## config.mk

```make
export PLATFORM = sky130hd
export DESIGN_NAME = pmem_wait_mgr
export DESIGN_NICKNAME = d
export VERILOG_FILES = /design/src/rtl/pmem_pkg.sv /design/src/rtl/pmem_region_dec.sv /design/src/rtl/pmem_wait_ctl.sv /design/src/rtl/pmem_wait_mgr.sv
export SDC_FILE = /design/constraint.sdc
export NUM_CORES = 1
export LEC_CHECK = 0
export BUFFER_PORTS_ARGS = -buffer_cell sky130_fd_sc_hd__buf_4
export CORE_MARGIN = 2
export CORE_UTILIZATION = 36
export CTS_BUF_LIST = sky130_fd_sc_hd__clkbuf_16
export DETAILED_ROUTE_END_ITERATION = 8
export PLACE_DENSITY = 0.87
export SETUP_SLACK_MARGIN = 0.05
export SYNTH_ARGS = -nofsm -noshare
export SYNTH_HDL_FRONTEND = slang
export SYNTH_SLANG_ARGS = --single-unit
```

## constraint.sdc

```tcl
create_clock -name clk -period 5.9 [get_ports clk]
set_clock_uncertainty 0.2 [all_clocks]
set_input_delay 0.295 -clock clk [delete_from_list [all_inputs] [get_ports clk]]
set_output_delay 0.295 -clock clk [all_outputs]
set_load 0.02 [all_outputs]
```

## src/rtl/pmem_pkg.sv

```systemverilog
// Shared types for the program memory wait-state manager.
// Assumes: nothing beyond IEEE 1800-2017.
package pmem_pkg;
    typedef enum logic [1:0] {
        REG_ROM = 2'd0,
        REG_RAM = 2'd1,
        REG_EXT = 2'd2
    } pm_region_e;

    typedef enum logic {
        ST_IDLE = 1'b0,
        ST_WAIT = 1'b1
    } pm_state_e;
endpackage

```

## src/rtl/pmem_region_dec.sv

```systemverilog
// Decodes a fetch address into one of three program regions.
// Assumes: the ROM window starts at 0 and the RAM window at RAM_BASE does not
// overlap the ROM window.
module pmem_region_dec
    import pmem_pkg::*;
#(
    parameter int ADDR_W = 24,
    parameter int ROM_AW = 10,
    parameter int RAM_AW = 12,
    parameter logic [ADDR_W-1:0] RAM_BASE = 24'h00F000
) (
    input  logic [ADDR_W-1:0] addr,
    output pm_region_e        region
);
    localparam logic [ADDR_W-1:0] ROM_LIMIT = ADDR_W'(1) << ROM_AW;
    localparam logic [ADDR_W-1:0] RAM_LAST  = RAM_BASE + ((ADDR_W'(1) << RAM_AW) - ADDR_W'(1));

    // Compare the address against the window limits.
    always_comb begin
        if (addr < ROM_LIMIT) begin
            region = REG_ROM;
        end else if ((addr >= RAM_BASE) && (addr <= RAM_LAST)) begin
            region = REG_RAM;
        end else begin
            region = REG_EXT;
        end
    end
endmodule

```

## src/rtl/pmem_wait_ctl.sv

```systemverilog
// Wait-state sequencer for off-chip accesses. It holds the programmable wait
// value and counts it down; done rises when the count has expired and the
// external ready is high in the same cycle.
// Assumes: ext_req stays high until done is seen.
module pmem_wait_ctl
    import pmem_pkg::*;
#(
    parameter int WS_W = 3,
    parameter int WS_RESET = 3
) (
    input  logic            clk,
    input  logic            rst_n,
    input  logic            ext_req,
    input  logic            ext_ready,
    input  logic            ws_load,
    input  logic [WS_W-1:0] ws_value,
    output logic            done
);
    localparam logic [WS_W-1:0] WS_INIT = WS_W'(WS_RESET);
    localparam logic [WS_W-1:0] ONE     = WS_W'(1);

    pm_state_e       state_q;
    logic [WS_W-1:0] cnt_q;
    logic [WS_W-1:0] ws_q;
    logic            idle;

    assign idle = (state_q == ST_IDLE) && !ext_req;

    // Completion: both conditions must hold in the same cycle.
    always_comb begin
        if (state_q == ST_IDLE) begin
            done = ext_req && (ws_q == '0) && ext_ready;
        end else begin
            done = (cnt_q == '0) && ext_ready;
        end
    end

    // Sequencer state and the wait countdown.
    always_ff @(posedge clk) begin
        if (!rst_n) begin
            state_q <= ST_IDLE;
            cnt_q   <= '0;
        end else if (state_q == ST_IDLE) begin
            if (ext_req && (ws_q != '0)) begin
                state_q <= ST_WAIT;
                cnt_q   <= ws_q - ONE;
            end
        end else if (done) begin
            state_q <= ST_IDLE;
        end else if (cnt_q != '0) begin
            cnt_q <= cnt_q - ONE;
        end
    end

    // Wait-value register, loadable only while idle.
    always_ff @(posedge clk) begin
        if (!rst_n) begin
            ws_q <= WS_INIT;
        end else if (idle && ws_load) begin
            ws_q <= ws_value;
        end
    end

    // completion always needs the external ready.
    p_done_needs_ext_r5: assert property (@(posedge clk) disable iff (!rst_n)
        done |-> ext_ready);
    // no completion while wait cycles remain.
    p_no_early_done_r4: assert property (@(posedge clk) disable iff (!rst_n)
        ((state_q == ST_WAIT) && (cnt_q != '0)) |-> !done);
    // the wait value does not move while an access is under way.
    p_ws_hold_r8: assert property (@(posedge clk) disable iff (!rst_n)
        ((state_q == ST_WAIT) || ext_req) |=> $stable(ws_q));
endmodule

```

## src/rtl/pmem_wait_mgr.sv

```systemverilog
// Top of the program memory wait-state manager. It routes a CPU program
// access to the ROM, the RAM or off-chip memory, and drives cpu_ready.
// Assumes: the CPU holds address, strobes and write data while cpu_ready is
// low, and never raises cpu_rd and cpu_wr together.
module pmem_wait_mgr
    import pmem_pkg::*;
#(
    parameter int ADDR_W = 24,
    parameter int DATA_W = 8,
    parameter int ROM_AW = 10,
    parameter int RAM_AW = 12,
    parameter int WS_W = 3,
    parameter int WS_RESET = 3,
    parameter logic [ADDR_W-1:0] RAM_BASE = 24'h00F000
) (
    input  logic              clk,
    input  logic              rst_n,
    input  logic [ADDR_W-1:0] cpu_addr,
    input  logic              cpu_rd,
    input  logic              cpu_wr,
    input  logic [DATA_W-1:0] cpu_wdata,
    output logic [DATA_W-1:0] cpu_rdata,
    output logic              cpu_ready,
    input  logic              ws_load,
    input  logic [WS_W-1:0]   ws_value,
    output logic [ROM_AW-1:0] rom_addr,
    input  logic [DATA_W-1:0] rom_rdata,
    output logic [RAM_AW-1:0] ram_addr,
    output logic [DATA_W-1:0] ram_wdata,
    output logic              ram_we,
    input  logic [DATA_W-1:0] ram_rdata,
    output logic [ADDR_W-1:0] ext_addr,
    output logic [DATA_W-1:0] ext_wdata,
    output logic              ext_rd,
    output logic              ext_wr,
    input  logic [DATA_W-1:0] ext_rdata,
    input  logic              ext_ready
);
    pm_region_e region;
    logic       req;
    logic       ext_req;
    logic       ext_done;

    pmem_region_dec #(
        .ADDR_W  (ADDR_W),
        .ROM_AW  (ROM_AW),
        .RAM_AW  (RAM_AW),
        .RAM_BASE(RAM_BASE)
    ) u_dec (
        .addr  (cpu_addr),
        .region(region)
    );

    assign req     = cpu_rd || cpu_wr;
    assign ext_req = req && (region == REG_EXT);

    pmem_wait_ctl #(
        .WS_W    (WS_W),
        .WS_RESET(WS_RESET)
    ) u_wait (
        .clk      (clk),
        .rst_n    (rst_n),
        .ext_req  (ext_req),
        .ext_ready(ext_ready),
        .ws_load  (ws_load),
        .ws_value (ws_value),
        .done     (ext_done)
    );

    // Local addresses and write data fan out to every store.
    assign rom_addr  = cpu_addr[ROM_AW-1:0];
    assign ram_addr  = cpu_addr[RAM_AW-1:0];
    assign ram_wdata = cpu_wdata;
    assign ext_addr  = cpu_addr;
    assign ext_wdata = cpu_wdata;

    // Strobes go only to the selected store; ROM writes are dropped.
    assign ram_we = cpu_wr && (region == REG_RAM);
    assign ext_rd = cpu_rd && (region == REG_EXT);
    assign ext_wr = cpu_wr && (region == REG_EXT);

    // Ready: on-chip and idle cycles are immediate, off-chip waits.
    assign cpu_ready = ext_req ? ext_done : 1'b1;

    // Read-data return path selected by region.
    always_comb begin
        case (region)
            REG_ROM: cpu_rdata = rom_rdata;
            REG_RAM: cpu_rdata = ram_rdata;
            default: cpu_rdata = ext_rdata;
        endcase
    end

    // on-chip accesses never stall the CPU.
    p_onchip_ready_r1: assert property (@(posedge clk) disable iff (!rst_n)
        (req && (region != REG_EXT)) |-> cpu_ready);
    // off-chip strobes never fire for an on-chip address.
    p_ext_strobe_region_r3: assert property (@(posedge clk) disable iff (!rst_n)
        (ext_rd || ext_wr) |-> (region == REG_EXT));
    // a RAM write completes in its own cycle.
    p_ram_we_ready_r7: assert property (@(posedge clk) disable iff (!rst_n)
        ram_we |-> (cpu_ready && !ext_wr));
    // with no strobe the CPU is never held.
    p_idle_ready_r10: assert property (@(posedge clk) disable iff (!rst_n)
        !req |-> cpu_ready);
endmodule

```

==> Word level (Yosys, flattened, before mapping) <==
Index checks and enable logic that the tools add are counted.
{ "word_totals": {"ram_bits": 0, "elab_cells": 45, "out_inout_bits": 74, "mem_count": 0, "input_bits": 65, "mem_bits_ro": 0, "register_bits": 7, "latchBits": 0} }
{ "classes": {"add_sub_neg": 2, "n_mul": 0, "bitwise_logic": 1, "order_cmp": 3, "eq_ne": 4, "div_mod_pow": 0, "shifts": 0, "muxes": 12, "reduce_logical": 20} }
{ "op_table": {"columns": ["cell", "n"], "rows": [
  ["$ge A24 B16 Y1 const B", 1],
  ["$le A24 B16 Y1 const B", 1],
  ["$lt A24 B11 Y1 const B", 1],
  ["$pmux W8 S2", 1],
  ["$mux W3", 4],
  ["$logic_and A1 B1 Y1", 11],
  ["$logic_not A3 Y1", 2],
  ["$reduce_bool A3 Y1", 2],
  ["$sub A3 B1 Y3 const B", 2],
  ["$mux W1", 5],
  ["$mux W2", 2],
  ["$ne A2 B2 Y1 const B", 2],
  ["$reduce_and A3 Y1", 1],
  ["$eq A2 B1 Y1 const B", 1],
  ["$eq A2 B2 Y1 const B", 1],
  ["$logic_not A2 Y1", 1],
  ["$reduce_bool A2 Y1", 1],
  ["$logic_not A1 Y1", 1],
  ["$logic_or A1 B1 Y1", 1],
  ["$not A1 Y1", 1]
]} }

==> Longest topological paths before layout <==
Gate-level depths: netlist (run 1).
{ "logic_depth": {"word_depth": 11, "mapped_depth": 7, "depth_no_buf": 6} }

==> Modules after synthesis <==
A second synthesis (run 1) with hierarchy kept.
{ "hier_totals": {"hier_cells": 141, "hier_area_um2": 1144.8} }
{ "modules_own_cells": {"columns": ["mod", "area_each_um2", "cells_per_inst", "seq_area_each_um2", "instances"], "rows": [
  ["pmem_wait_mgr", 698.2, 97, 0.0, 1],
  ["pmem_wait_ctl", 400.4, 36, 140.1, 1],
  ["pmem_region_dec", 46.3, 8, 0.0, 1]
]} }

==> Worst setup path before layout (run 1) <==
No wires, ideal clock.
{ "synth_path": {"kind": "reg2reg", "from": "register u_wait.state_q", "to": "register u_wait.cnt_q[2]", "path_stages_with_launch": 8, "setup_slack_ns": 3.986, "setup_time_ns": 0.134, "t_required_ns": 5.566, "synth_period_minus_slack_ns": 1.914, "t_arrival_ns": 1.580, "n_path_buf": 1, "path_cell_list": "dfxtp_1 > buf_2 > mux2i_1 > ha_1 > inv_1 > o211ai_1 > a21oi_1 > or4_1"} }
{ "synth_between": {"elab_chain_len": 3, "word_cells_on_any_way": 6, "cone_classes": "eq/ne: 2; mux: 2; reduce/logical: 2"} }
{ "synth_lines": {"columns": ["item", "line", "text"], "rows": [
  ["start, declared", "pmem_wait_ctl.sv:22", "pm_state_e state_q;"],
  ["start signal, assigned", "pmem_wait_ctl.sv:41", "state_q <= ST_IDLE;"],
  ["start signal, assigned", "pmem_wait_ctl.sv:45", "state_q <= ST_WAIT;"],
  ["start signal, assigned", "pmem_wait_ctl.sv:49", "state_q <= ST_IDLE;"],
  ["$mux W1", "pmem_wait_ctl.sv:31", "if (state_q == ST_IDLE) begin"],
  ["$ne A2 B2 Y1 (no line)", null, null],
  ["$reduce_and A3 Y1 (no line)", null, null],
  ["end signal, assigned", "pmem_wait_ctl.sv:46", "cnt_q <= ws_q - ONE;"],
  ["end signal, assigned", "pmem_wait_ctl.sv:51", "cnt_q <= cnt_q - ONE;"],
  ["end, declared", "pmem_wait_ctl.sv:23", "logic [WS_W-1:0] cnt_q;"]
]} }
Several ways; a longest one is shown, not always the timed one.
A chain may end at the register's enable or synchronous reset.

==> Worst setup path in the final report (run 1) <==
{ "layout_path": {"from": "input cpu_addr[13]", "to": "output cpu_rdata[2]"} }
{ "layout_between": {"elab_chain_len": 6, "word_cells_on_any_way": 9, "cone_classes": "order compare: 3; eq/ne: 1; mux: 3; reduce/logical: 2"} }
{ "layout_lines": {"columns": ["item", "line", "text"], "rows": [
  ["start, declared", "pmem_wait_mgr.sv:18", "input logic [ADDR_W-1:0] cpu_addr,"],
  ["$ge A24 B16 Y1 or $le A24 B16 Y1 (tied branches)", "pmem_region_dec.sv:22", "end else if ((addr >= RAM_BASE) && (addr <= RAM_LAST)) begin"],
  ["$logic_and A1 B1 Y1", "pmem_region_dec.sv:22", null],
  ["$mux W2", "pmem_region_dec.sv:22", null],
  ["$mux W2 (*)", "pmem_region_dec.sv:20", "if (addr < ROM_LIMIT) begin"],
  ["$eq A2 B1 Y1 or $logic_not A2 Y1 (tied branches)", "pmem_wait_mgr.sv:87", "case (region)"],
  ["$pmux W8 S2 (*)", "pmem_wait_mgr.sv:87", null],
  ["end, declared", "pmem_wait_mgr.sv:22", "output logic [DATA_W-1:0] cpu_rdata,"]
]} }
Mark *: on every way between the ends. The rest lies on a longest branch, timed or not.

==> results of run 1 <==
stage by stage:
stage | worst slack, ns | instances | total power [mW]
2_1_floorplan | 3.99 | 145 | 0.147
3_5_place_dp | 3.55 | 197 | 0.140
4_1_cts | 3.54 | 201 | 0.255
5_1_grt | 3.40 | 201 | 0.266
6_report | 3.58 | 201 | 0.253
3_3_place_gp | 3.59 | 197 | 0.138
critical path: stages:
cell and delay (ns):
buf_4 0.11, nor4_1 0.34, and4_1 0.52, nor2_2 0.18
a21o_1 0.22, buf_4 0.15
routing by layer:
layer	share of wire, %	vias up	GRT usage [%]
met1	36	408	13.9
met4	0.63	0	3.42
met3	9.7	2	3.84
li1	-	480	-
met2	53	63	25.5
met5	0	-	0
state kept, by name, summed over array words and instances, names as in the netlist:
signal / cells
u_wait.state_q: 1
u_wait.cnt_q: 3
u_wait.ws_q: 3
kinds of logic (layout without fill, tap and decap cells):
| group | count (synthesis) | in the layout | share of synthesized area (%) |
|---|---|---|---|
| fa+ha+maj | 1 | 1 | 1.08 |
| mux | 7 | 7 | 6.04 |
| buf+inv | 68 | 80 | 42.6 |
| simple gates | 36 | 36 | 20.4 |
| flops | 7 | 7 | 12.1 |
| compound gates | 26 | 26 | 17.8 |
worst paths after layout:
check,endpoint,slack [ns],depth (start not counted)
setup / recovery,cpu_rdata[2],3.58,6
hold / removal,u_wait.ws_q[0],0.12,3
setup reg to reg,u_wait.cnt_q[2],3.78,6
hold reg to reg,u_wait.cnt_q[0],0.29,2
cell type report:
| class | count | area (µm²) | area share, % |
|---|---|---|---|
| multi-input cells | 70 | 526 | 38.6 |
| clock inverters | 1 | 3.75 | 0.275 |
| inverters | 2 | 7.51 | 0.551 |
| repair buffers | 74 | 556 | 40.8 |
| flip-flops and latches | 7 | 140 | 10.3 |
| well taps | 44 | 55.1 | 4.04 |
| clock buffers | 3 | 75.1 | 5.51 |
power breakdown:
part / switching [mW] / internal, mW
Sequential: 0.00529 / 0.0517
Combinational: 0.0361 / 0.0457
Clock: 0.0262 / 0.0882
Yosys cell counts, drive strengths merged:
master  instances  area [µm²]
a32oi           1        8.76
nand3           1        5.00
mux2i           7        70.1
dfxtp           7         140
a22o            8        70.1
inv             2        7.51
nor2            4        17.5
and2            1        6.26
o22ai           1        6.26
clkbuf          1        3.75
a31oi           1        6.26
a21o            8        60.1
o22a            1        8.76
nand2b          3        18.8
o211ai          1        7.51
nand4           2        12.5
o221ai          1        8.76
or4             2        15.0
ha              1        12.5
o311a           1        11.3
o21ai           1        5.00
nand2           6        22.5
and4            2        17.5
nor2b           5        31.3
buf            65         483
o31a            1        8.76
nor3            2        10.0
a21oi           1        5.00
and3            3        18.8
nor4            5        61.3
==> flow_metrics.py, run 1 <==
metrics = {
    "run_status": {
        "status": "complete, no violations",
    },
    "placed_design": {
        "placed_cell_area_um2": 1280,
        "dp_hpwl_um": 2260,
        "portBuffers": 74,
        "gp_congestion": 0.803,
    },
    "cells_and_area": {
        "areaGrowthSynthToFinish_pct": 17.5,
        "fillers": 323,
        "fin_nets": 224,
        "fin_util_pct": 44.6,
        "drive_gt1_share_pct": 51.6,
        "diodes": 0,
        "final_cell_mix": "74 x buf_4, 8 x a22o_1, 8 x a21o_1",
        "postLayoutCellArea_um2": 1360,
        "final_common_cell": "buf_4",
    },
    "power_and_ir_drop": {
        "power.density_nw_per_um2": 186,
        "p_leak_nw": 0.669,
        "ir_drop_uv": 215,
    },
    "sta": {
        "report.final.slew_viol_count": 0,
        "timing.fmax_mhz": 430,
        "hold_viol": 0,
        "max_slew_margin_pct": 67.9,
        "hold_slack_ns": 0.118,
        "worstMarginPinSlew_ns": 0.481,
        "rsz0062_at_grt": "false",
        "period_share_pct": 39.4,
        "finalCriticalPeriod_ns": 2.32,
        "setup_violations": 0,
        "setup_tns_ns": 0,
    },
    "worst_setup_path": {
        "worstPathMaxFanout": 12,
        "worst_setup_path_start_kind": "input port",
        "critPathRequiredTime_ns": 5.41,
        "worstSetupEndpointType": "output pin",
        "rr_startpoint": "u_wait.state_q",
        "cp-startpoint": "cpu_addr[13]",
        "arrival_ns": 1.83,
        "crit_type": "in -> out",
    },
    "global_routing": {
        "grt_pass1_vias": 871,
        "grt_use_total_pct": 13.2,
        "grt_pass1_wl_um": 3700,
        "grt_antenna_before_repair": 0,
        "grt_max_degree": 15,
        "grt-ovfl-total": 0,
    },
    "detailed_routing": {
        "avgViaCountPerCell": 4.74,
        "vias": 953,
        "ant_nets": 0,
        "drtIter0Drc": 26,
        "routedWlPerCell_um": 13.5,
        "drc": 0,
        "drtPass1Iterations": 4,
        "finalWirelength_um": 2710,
    },
    "synthesis": {
        "syn-instance-count": 145,
        "ys_types": 33,
        "postSynthNetCount": 211,
        "ys_ff_latch": 7,
        "yosysSeqAreaShare_pct": 12.1,
        "yosysWarnings": 0,
        "syn_area_um2": 1160,
        "syn_area_per_cell_um2": 8.00,
    },
    "die": {
        "die_w_um": 60.8,
        "initial_utilization_pct": 38.0,
        "ioPinCount": 139,
        "num_rows": 20,
        "die_height_um": 60.8,
        "die-area_um2": 3690,
        "core_um2": 3050,
    },
    "clocking": {
        "cts_buffers": 3,
        "cts_hold_buffers": 0,
        "htreeDepth": 1,
        "cts_root_buf": "clkbuf_16",
        "cts_setup_buffers": 0,
        "cts-resized-gates": 0,
        "ctsLongestPathBuffers": 2,
        "path_clk_slew_ns": 0.04,
        "worstSkewPairLatency_ns": 0.23,
        "cts_tree": "built",
        "clkSinkCount": 7,
    },
    "min_path": {
        "min_path_type": "in -> reg",
        "worstHoldStart": "ws_value[0]",
    },
    "flow_run": {
        "drv_cap": 0,
    },
}
Power figures use the tool's default switching activity.
==> run 2, diff against run 1 <==
--- a/config.mk
+++ b/config.mk
@@ -7,10 +7,10 @@
 export LEC_CHECK = 0
 export BUFFER_PORTS_ARGS = -buffer_cell sky130_fd_sc_hd__buf_4
 export CORE_MARGIN = 2
-export CORE_UTILIZATION = 36
+export CORE_UTILIZATION = 33
 export CTS_BUF_LIST = sky130_fd_sc_hd__clkbuf_16
 export DETAILED_ROUTE_END_ITERATION = 8
-export PLACE_DENSITY = 0.87
+export PLACE_DENSITY = 0.81
 export SETUP_SLACK_MARGIN = 0.05
 export SYNTH_ARGS = -nofsm -noshare
 export SYNTH_HDL_FRONTEND = slang
==> constraint.sdc (replaced) <==
create_clock -name clk -period 2.27 [get_ports clk]
set_clock_uncertainty 0.2 [all_clocks]
set_input_delay 0.1135 -clock clk [delete_from_list [all_inputs] [get_ports clk]]
set_output_delay 0.1135 -clock clk [all_outputs]
set_load 0.02 [all_outputs]
==> run 2 against run 1 <==
  * Non-clock buffer count up 5
  * Die area up 8.5%
  * Combinational power rose to 2.7 times the previous value
  * Register-to-register slack worse by 3.5 ns
  * Worst hold slack worse by 0.11 ns
  * Sequential cell count unchanged
  * Worst setup slack worse by 3.3 ns
  * Final area up 3.7%
  * Global-route usage down 0.67 points
  * First-iteration DRC count up 73%
  * Clock power rose to 2.7 times the previous value
  * Critical endpoint is now u_wait.cnt_q[2]
==> flow_metrics.py, run 2 (synthesis results as in run 1) <==
metrics = {
    "power_and_ir_drop": {
        "design_power_total_mw": 0.670,
        "power.density_nw_per_um2": 475,
        "ir_drop_uv": 269,
        "p_leak_nw": 0.691,
    },
    "worst_setup_path": {
        "worstSetupEndpointType": "flip-flop",
        "cp_num_cells": 6,
        "slowest_delay_ns": 0.45,
        "worstPathMaxFanout": 10,
        "critPathRequiredTime_ns": 2.18,
        "arrival_ns": 1.90,
        "cpLargestDelayFamily": "simple AND/OR/NAND/NOR gates",
        "crit_buf_inv": 1,
        "r2r_cells": 6,
        "cp_cell_sequence": "mux2i_1 -> ha_1 -> inv_1 -> o211ai_1 -> a21oi_1 -> or4_1",
        "slowest_stage": "or4_1",
        "crit_type": "reg -> reg",
        "worst_setup_path_start_kind": "flip-flop",
    },
    "sta": {
        "finalCriticalPeriod_ns": 1.99,
        "timing.fmax_mhz": 503,
        "setup_tns_ns": 0,
        "max_slew_margin_pct": 72.2,
        "hold_viol": 0,
        "layout_setup_ws_ns": 0.281,
        "period_share_pct": 87.6,
        "worstMarginPinSlew_ns": 0.413,
        "report.final.slew_viol_count": 0,
        "setup_violations": 0,
        "rsz0062_at_grt": "false",
        "hold_slack_ns": 0.00489,
    },
    "clocking": {
        "cts_buffers": 3,
        "cts_tree": "built",
        "ctsLongestPathBuffers": 2,
        "worstSkewPairLatency_ns": 0.23,
        "clkSinkCount": 7,
        "htreeDepth": 1,
        "cts_setup_buffers": 0,
        "path_clk_slew_ns": 0.04,
        "cts_root_buf": "clkbuf_16",
    },
    "die": {
        "die-area_um2": 4000,
        "num_rows": 21,
        "core_um2": 3360,
        "die_w_um": 63.3,
        "die_height_um": 63.3,
        "ioPinCount": 139,
        "initial_utilization_pct": 34.5,
    },
    "global_routing": {
        "grt_use_total_pct": 12.6,
        "grt_max_degree": 15,
        "grt_pass1_wl_um": 4060,
        "grt_pass1_vias": 895,
        "grt-ovfl-total": 0,
        "grt_antenna_before_repair": 0,
    },
    "detailed_routing": {
        "finalWirelength_um": 2630,
        "routedWlPerCell_um": 12.6,
        "drtPass1Iterations": 4,
        "ant_nets": 0,
        "vias": 1001,
        "avgViaCountPerCell": 4.81,
        "drtIter0Drc": 45,
        "drc": 0,
    },
    "cells_and_area": {
        "fillers": 364,
        "final_cell_mix": "76 x buf_4, 8 x a22o_1, 8 x a21o_1",
        "diodes": 0,
        "areaGrowthSynthToFinish_pct": 21.8,
        "fin_nets": 229,
        "drive_gt1_share_pct": 52.5,
        "final_common_cell": "buf_4",
        "seq_area_um2": 141,
        "reg_top3": "u_wait.cnt_q: 3 flops, u_wait.ws_q: 3 flops, u_wait.state_q: 1 flops",
        "multi_input_area_um2": 526,
    },
    "run_status": {
        "status": "complete, no violations",
    },
    "min_path": {
        "hold_depth": 3,
        "min_path_type": "in -> reg",
    },
    "flow_run": {
        "drv_cap": 0,
    },
    "placed_design": {
        "dp_hpwl_um": 2110,
        "gp_congestion": 0.760,
        "portBuffers": 74,
        "place_ws_ns": 0.187,
    },
}
run 2: timing repair:
item | 4_1_cts | 5_1_grt
endpoints found under the setup margin | 0 | 1
hold buffers | 3 | 0
gates resized for setup | 0 | 1
hold endpoints to repair | 3 | 0
run 2: path summary, 6_finish.rpt:
check,start,to,slack (ns)
worst max-delay path,u_wait.state_q,u_wait.cnt_q[2],0.28
worst min-delay path,rst_n,u_wait.cnt_q[0],0.005
worst max register to register,u_wait.state_q,u_wait.cnt_q[2],0.28
worst min register to register,u_wait.cnt_q[1],u_wait.cnt_q[1],0.29
run 2: routing by layer:
metal	track usage, %	wire length [µm]
met1	13.7	1020
met3	6.79	368
met5	0	0
met2	20.6	1200
met4	4.62	36
run 2: report_power, final:
part / internal (mW) / switching [mW] / total [mW]
Sequential: 0.135 / 0.0133 / 0.148
Clock: 0.232 / 0.0739 / 0.306
Combinational: 0.122 / 0.0951 / 0.217
Total: 0.488 / 0.182 / 0.670
run 2: stage by stage:
step | utilization, % | cells | cell area [µm²]
6_report | 42.0 | 208 | 1410
5_1_grt | 42.0 | 208 | 1410
4_1_cts | 42.0 | 208 | 1410
3_5_place_dp | 38.7 | 201 | 1300
3_3_place_gp | 38.7 | 201 | 1300
2_1_floorplan | - | 145 | 1160
run 2: cell type report:
| type | instances | area share (%) |
|---|---|---|
| multi-input cells | 70 | 37.2 |
| repair buffers | 79 | 42.5 |
| inverters | 2 | 0.531 |
| clock inverters | 1 | 0.354 |
| flip-flops and latches | 7 | 10.0 |
| well taps | 46 | 4.07 |
| clock buffers | 3 | 5.31 |
run 2: tightest hold or removal path: stages:
cell and delay, ns:
buf_4 0.15, nand2_1 0.06, mux2i_1 0.05
==> run 3, diff against run 2 <==
--- a/config.mk
+++ b/config.mk
@@ -6,6 +6,7 @@
 export NUM_CORES = 1
 export LEC_CHECK = 0
 export BUFFER_PORTS_ARGS = -buffer_cell sky130_fd_sc_hd__buf_4
+export CORE_ASPECT_RATIO = 1.4
 export CORE_MARGIN = 2
 export CORE_UTILIZATION = 33
 export CTS_BUF_LIST = sky130_fd_sc_hd__clkbuf_16
==> constraint.sdc (replaced) <==
create_clock -name clk -period 2.27 [get_ports clk]
set_clock_uncertainty 0.2 [all_clocks]
set_input_delay 0.1135 -clock clk [delete_from_list [all_inputs] [get_ports clk]]
set_output_delay 0.1135 -clock clk [all_outputs]
set_load 0.1 [all_outputs]
==> run 3 against run 2 <==
  * Clock-buffer cell count did not move
  * First-iteration DRC count shrank 78%
  * Critical path depth unchanged
  * Sequential share of layout area is 0.062 points lower
  * Global-route usage is 2.3 points higher
  * Utilization fell by 0.30 points
  * Total power is 24% higher
  * Sequential cell count is the same
  * Die area up 0.17%
  * Routed wire length up 18%
  * Maximum frequency shrank 2.4%
  * Worst hold slack gained 0.012 ns
  * Critical endpoint unchanged
==> flow_metrics.py, run 3 (synthesis results as in run 1) <==
metrics = {
    "worst_setup_path": {
        "cp_cell_sequence": "mux2i_1 -> ha_1 -> inv_1 -> o211ai_1 -> a21oi_1 -> or4_1",
        "slowest_delay_ns": 0.49,
        "worst_setup_path_start_kind": "flip-flop",
        "critPathRequiredTime_ns": 2.18,
        "r2r_slack_ns": 0.23,
        "slowest_stage": "dfxtp_1",
        "r2r_end": "u_wait.cnt_q[2]",
        "worstPathMaxFanout": 10,
        "crit_type": "reg -> reg",
        "r2r_cells": 6,
        "worstSetupEndpointType": "flip-flop",
        "arrival_ns": 1.95,
        "rr_startpoint": "u_wait.state_q",
    },
    "clocking": {
        "cts_root_buf": "clkbuf_16",
        "path_clk_slew_ns": 0.04,
        "cts_buffers": 3,
        "worstSkewPairLatency_ns": 0.24,
        "htreeDepth": 1,
        "ctsLongestPathBuffers": 2,
        "cts-resized-gates": 0,
        "clkSinkCount": 7,
        "cts_tree": "built",
        "cts_hold_buffers": 3,
        "cts_setup_buffers": 0,
    },
    "sta": {
        "timing.fmax_mhz": 491,
        "setup_tns_ns": 0,
        "hold_slack_ns": 0.0165,
        "report.final.slew_viol_count": 0,
        "worstMarginPinSlew_ns": 0.358,
        "hold_viol": 0,
        "max_slew_margin_pct": 76.1,
        "period_share_pct": 89.7,
        "finalCriticalPeriod_ns": 2.04,
        "setup_violations": 0,
        "rsz0062_at_grt": "false",
    },
    "min_path": {
        "hold_depth": 3,
        "hold_end": "u_wait.ws_q[2]",
        "min_path_type": "in -> reg",
        "worstHoldStart": "rst_n",
    },
    "detailed_routing": {
        "drc": 0,
        "vias": 997,
        "ant_nets": 0,
        "drtIter0Drc": 10,
        "routedWlPerCell_um": 15.4,
        "avgViaCountPerCell": 4.94,
        "drtPass1Iterations": 4,
        "finalWirelength_um": 3110,
    },
    "global_routing": {
        "grt_pass1_wl_um": 4220,
        "grt-ovfl-total": 0,
        "grt_pass1_vias": 933,
        "grt_max_degree": 15,
        "grt_antenna_before_repair": 0,
        "grt_use_total_pct": 14.8,
    },
    "placed_design": {
        "portBuffers": 74,
        "gp_congestion": 0.843,
        "dp_hpwl_um": 2670,
        "dp_cells": 195,
    },
    "cells_and_area": {
        "final_cell_mix": "76 x buf_4, 8 x a22o_1, 8 x a21o_1",
        "drive_gt1_share_pct": 51.9,
        "fin_nets": 229,
        "reg_top3": "u_wait.cnt_q: 3 flops, u_wait.ws_q: 3 flops, u_wait.state_q: 1 flops",
        "final_common_cell": "buf_4",
        "diodes": 0,
        "final_cells": 202,
        "fillers": 356,
        "areaGrowthSynthToFinish_pct": 21.5,
    },
    "die": {
        "die_w_um": 54.1,
        "initial_utilization_pct": 34.3,
        "num_rows": 25,
        "die-area_um2": 4010,
        "die_height_um": 74.1,
        "core_um2": 3380,
        "ioPinCount": 139,
    },
    "power_and_ir_drop": {
        "design_power_total_mw": 0.831,
        "power.density_nw_per_um2": 590,
        "p_leak_nw": 0.693,
        "ir_drop_uv": 265,
    },
    "flow_run": {
        "drv_cap": 0,
    },
    "run_status": {
        "status": "complete, no violations",
    },
}
-- run 3: cell types whose count changed in the layout (fill, tap and decap cells not counted) --
cell,delta
dfxtp_1,+1
clkinv_2,-1
inv_1,+1
dfxtp_2,-1
o221ai_1,-1
o221ai_2,+1
-- run 3: final cells by class --
type | instances | area [µm²] | area share, %
Clock inverter | 1 | 3.75 | 0.266
Clock buffer | 3 | 75.1 | 5.33
Sequential cell | 7 | 140 | 9.95
Timing Repair Buffer | 79 | 601 | 42.6
Multi-Input combinational cell | 70 | 532 | 37.7
Tap cell | 40 | 50.0 | 3.55
Inverter | 2 | 7.51 | 0.533
-- run 3: report_power, final --
part / switching (mW) / internal, mW / total, mW
registers: 0.0129 / 0.134 / 0.147
clock network: 0.0724 / 0.230 / 0.302
logic: 0.258 / 0.124 / 0.381
total: 0.343 / 0.488 / 0.831
-- run 3: worst max-delay path: cells and delay by family, from the launching register on --
kind                       cells  cell delay [ns]
AOI/OAI and AO/OA              2             0.25
and+or+nand+nor                1             0.46
DFF                            1             0.49
buffers and inverters          1             0.05
muxes                          1             0.27
adders and majority gates      1             0.20
-- run 3: worst max-delay path by stage --
stage,start,endpoint,slack [ns],cells past startpoint
after floorplan,u_wait.cnt_q[1],cpu_ready,0.30,3
after global placement,u_wait.state_q,u_wait.cnt_q[2],0.29,6
after detailed placement,u_wait.state_q,u_wait.cnt_q[2],0.24,6
after CTS,u_wait.state_q,u_wait.cnt_q[2],0.24,6
after global routing,u_wait.state_q,u_wait.cnt_q[2],0.05,6
final,u_wait.state_q,u_wait.cnt_q[2],0.23,6
-- run 3: per-layer routing --
metal	up-vias	share of wire [%]	wire length [µm]	global-route usage [%]
met4	0	5.0	154	10.3
met5	-	0	0	0
met1	439	30	924	12.3
met3	23	15	471	7.23
met2	48	50	1560	26.4
li1	487	-	-	-
-- run 3: metrics by stage --
| step | util (%) | area [µm²] | worst slack, ns |
|---|---|---|---|
| 2_1_floorplan | - | 1170 | 0.301 |
| 3_3_place_gp | 38.5 | 1300 | 0.288 |
| 3_5_place_dp | 38.5 | 1300 | 0.242 |
| 4_1_cts | 41.7 | 1410 | 0.240 |
| 5_1_grt | 41.7 | 1410 | 0.0529 |
| 6_report | 41.7 | 1410 | 0.233 |
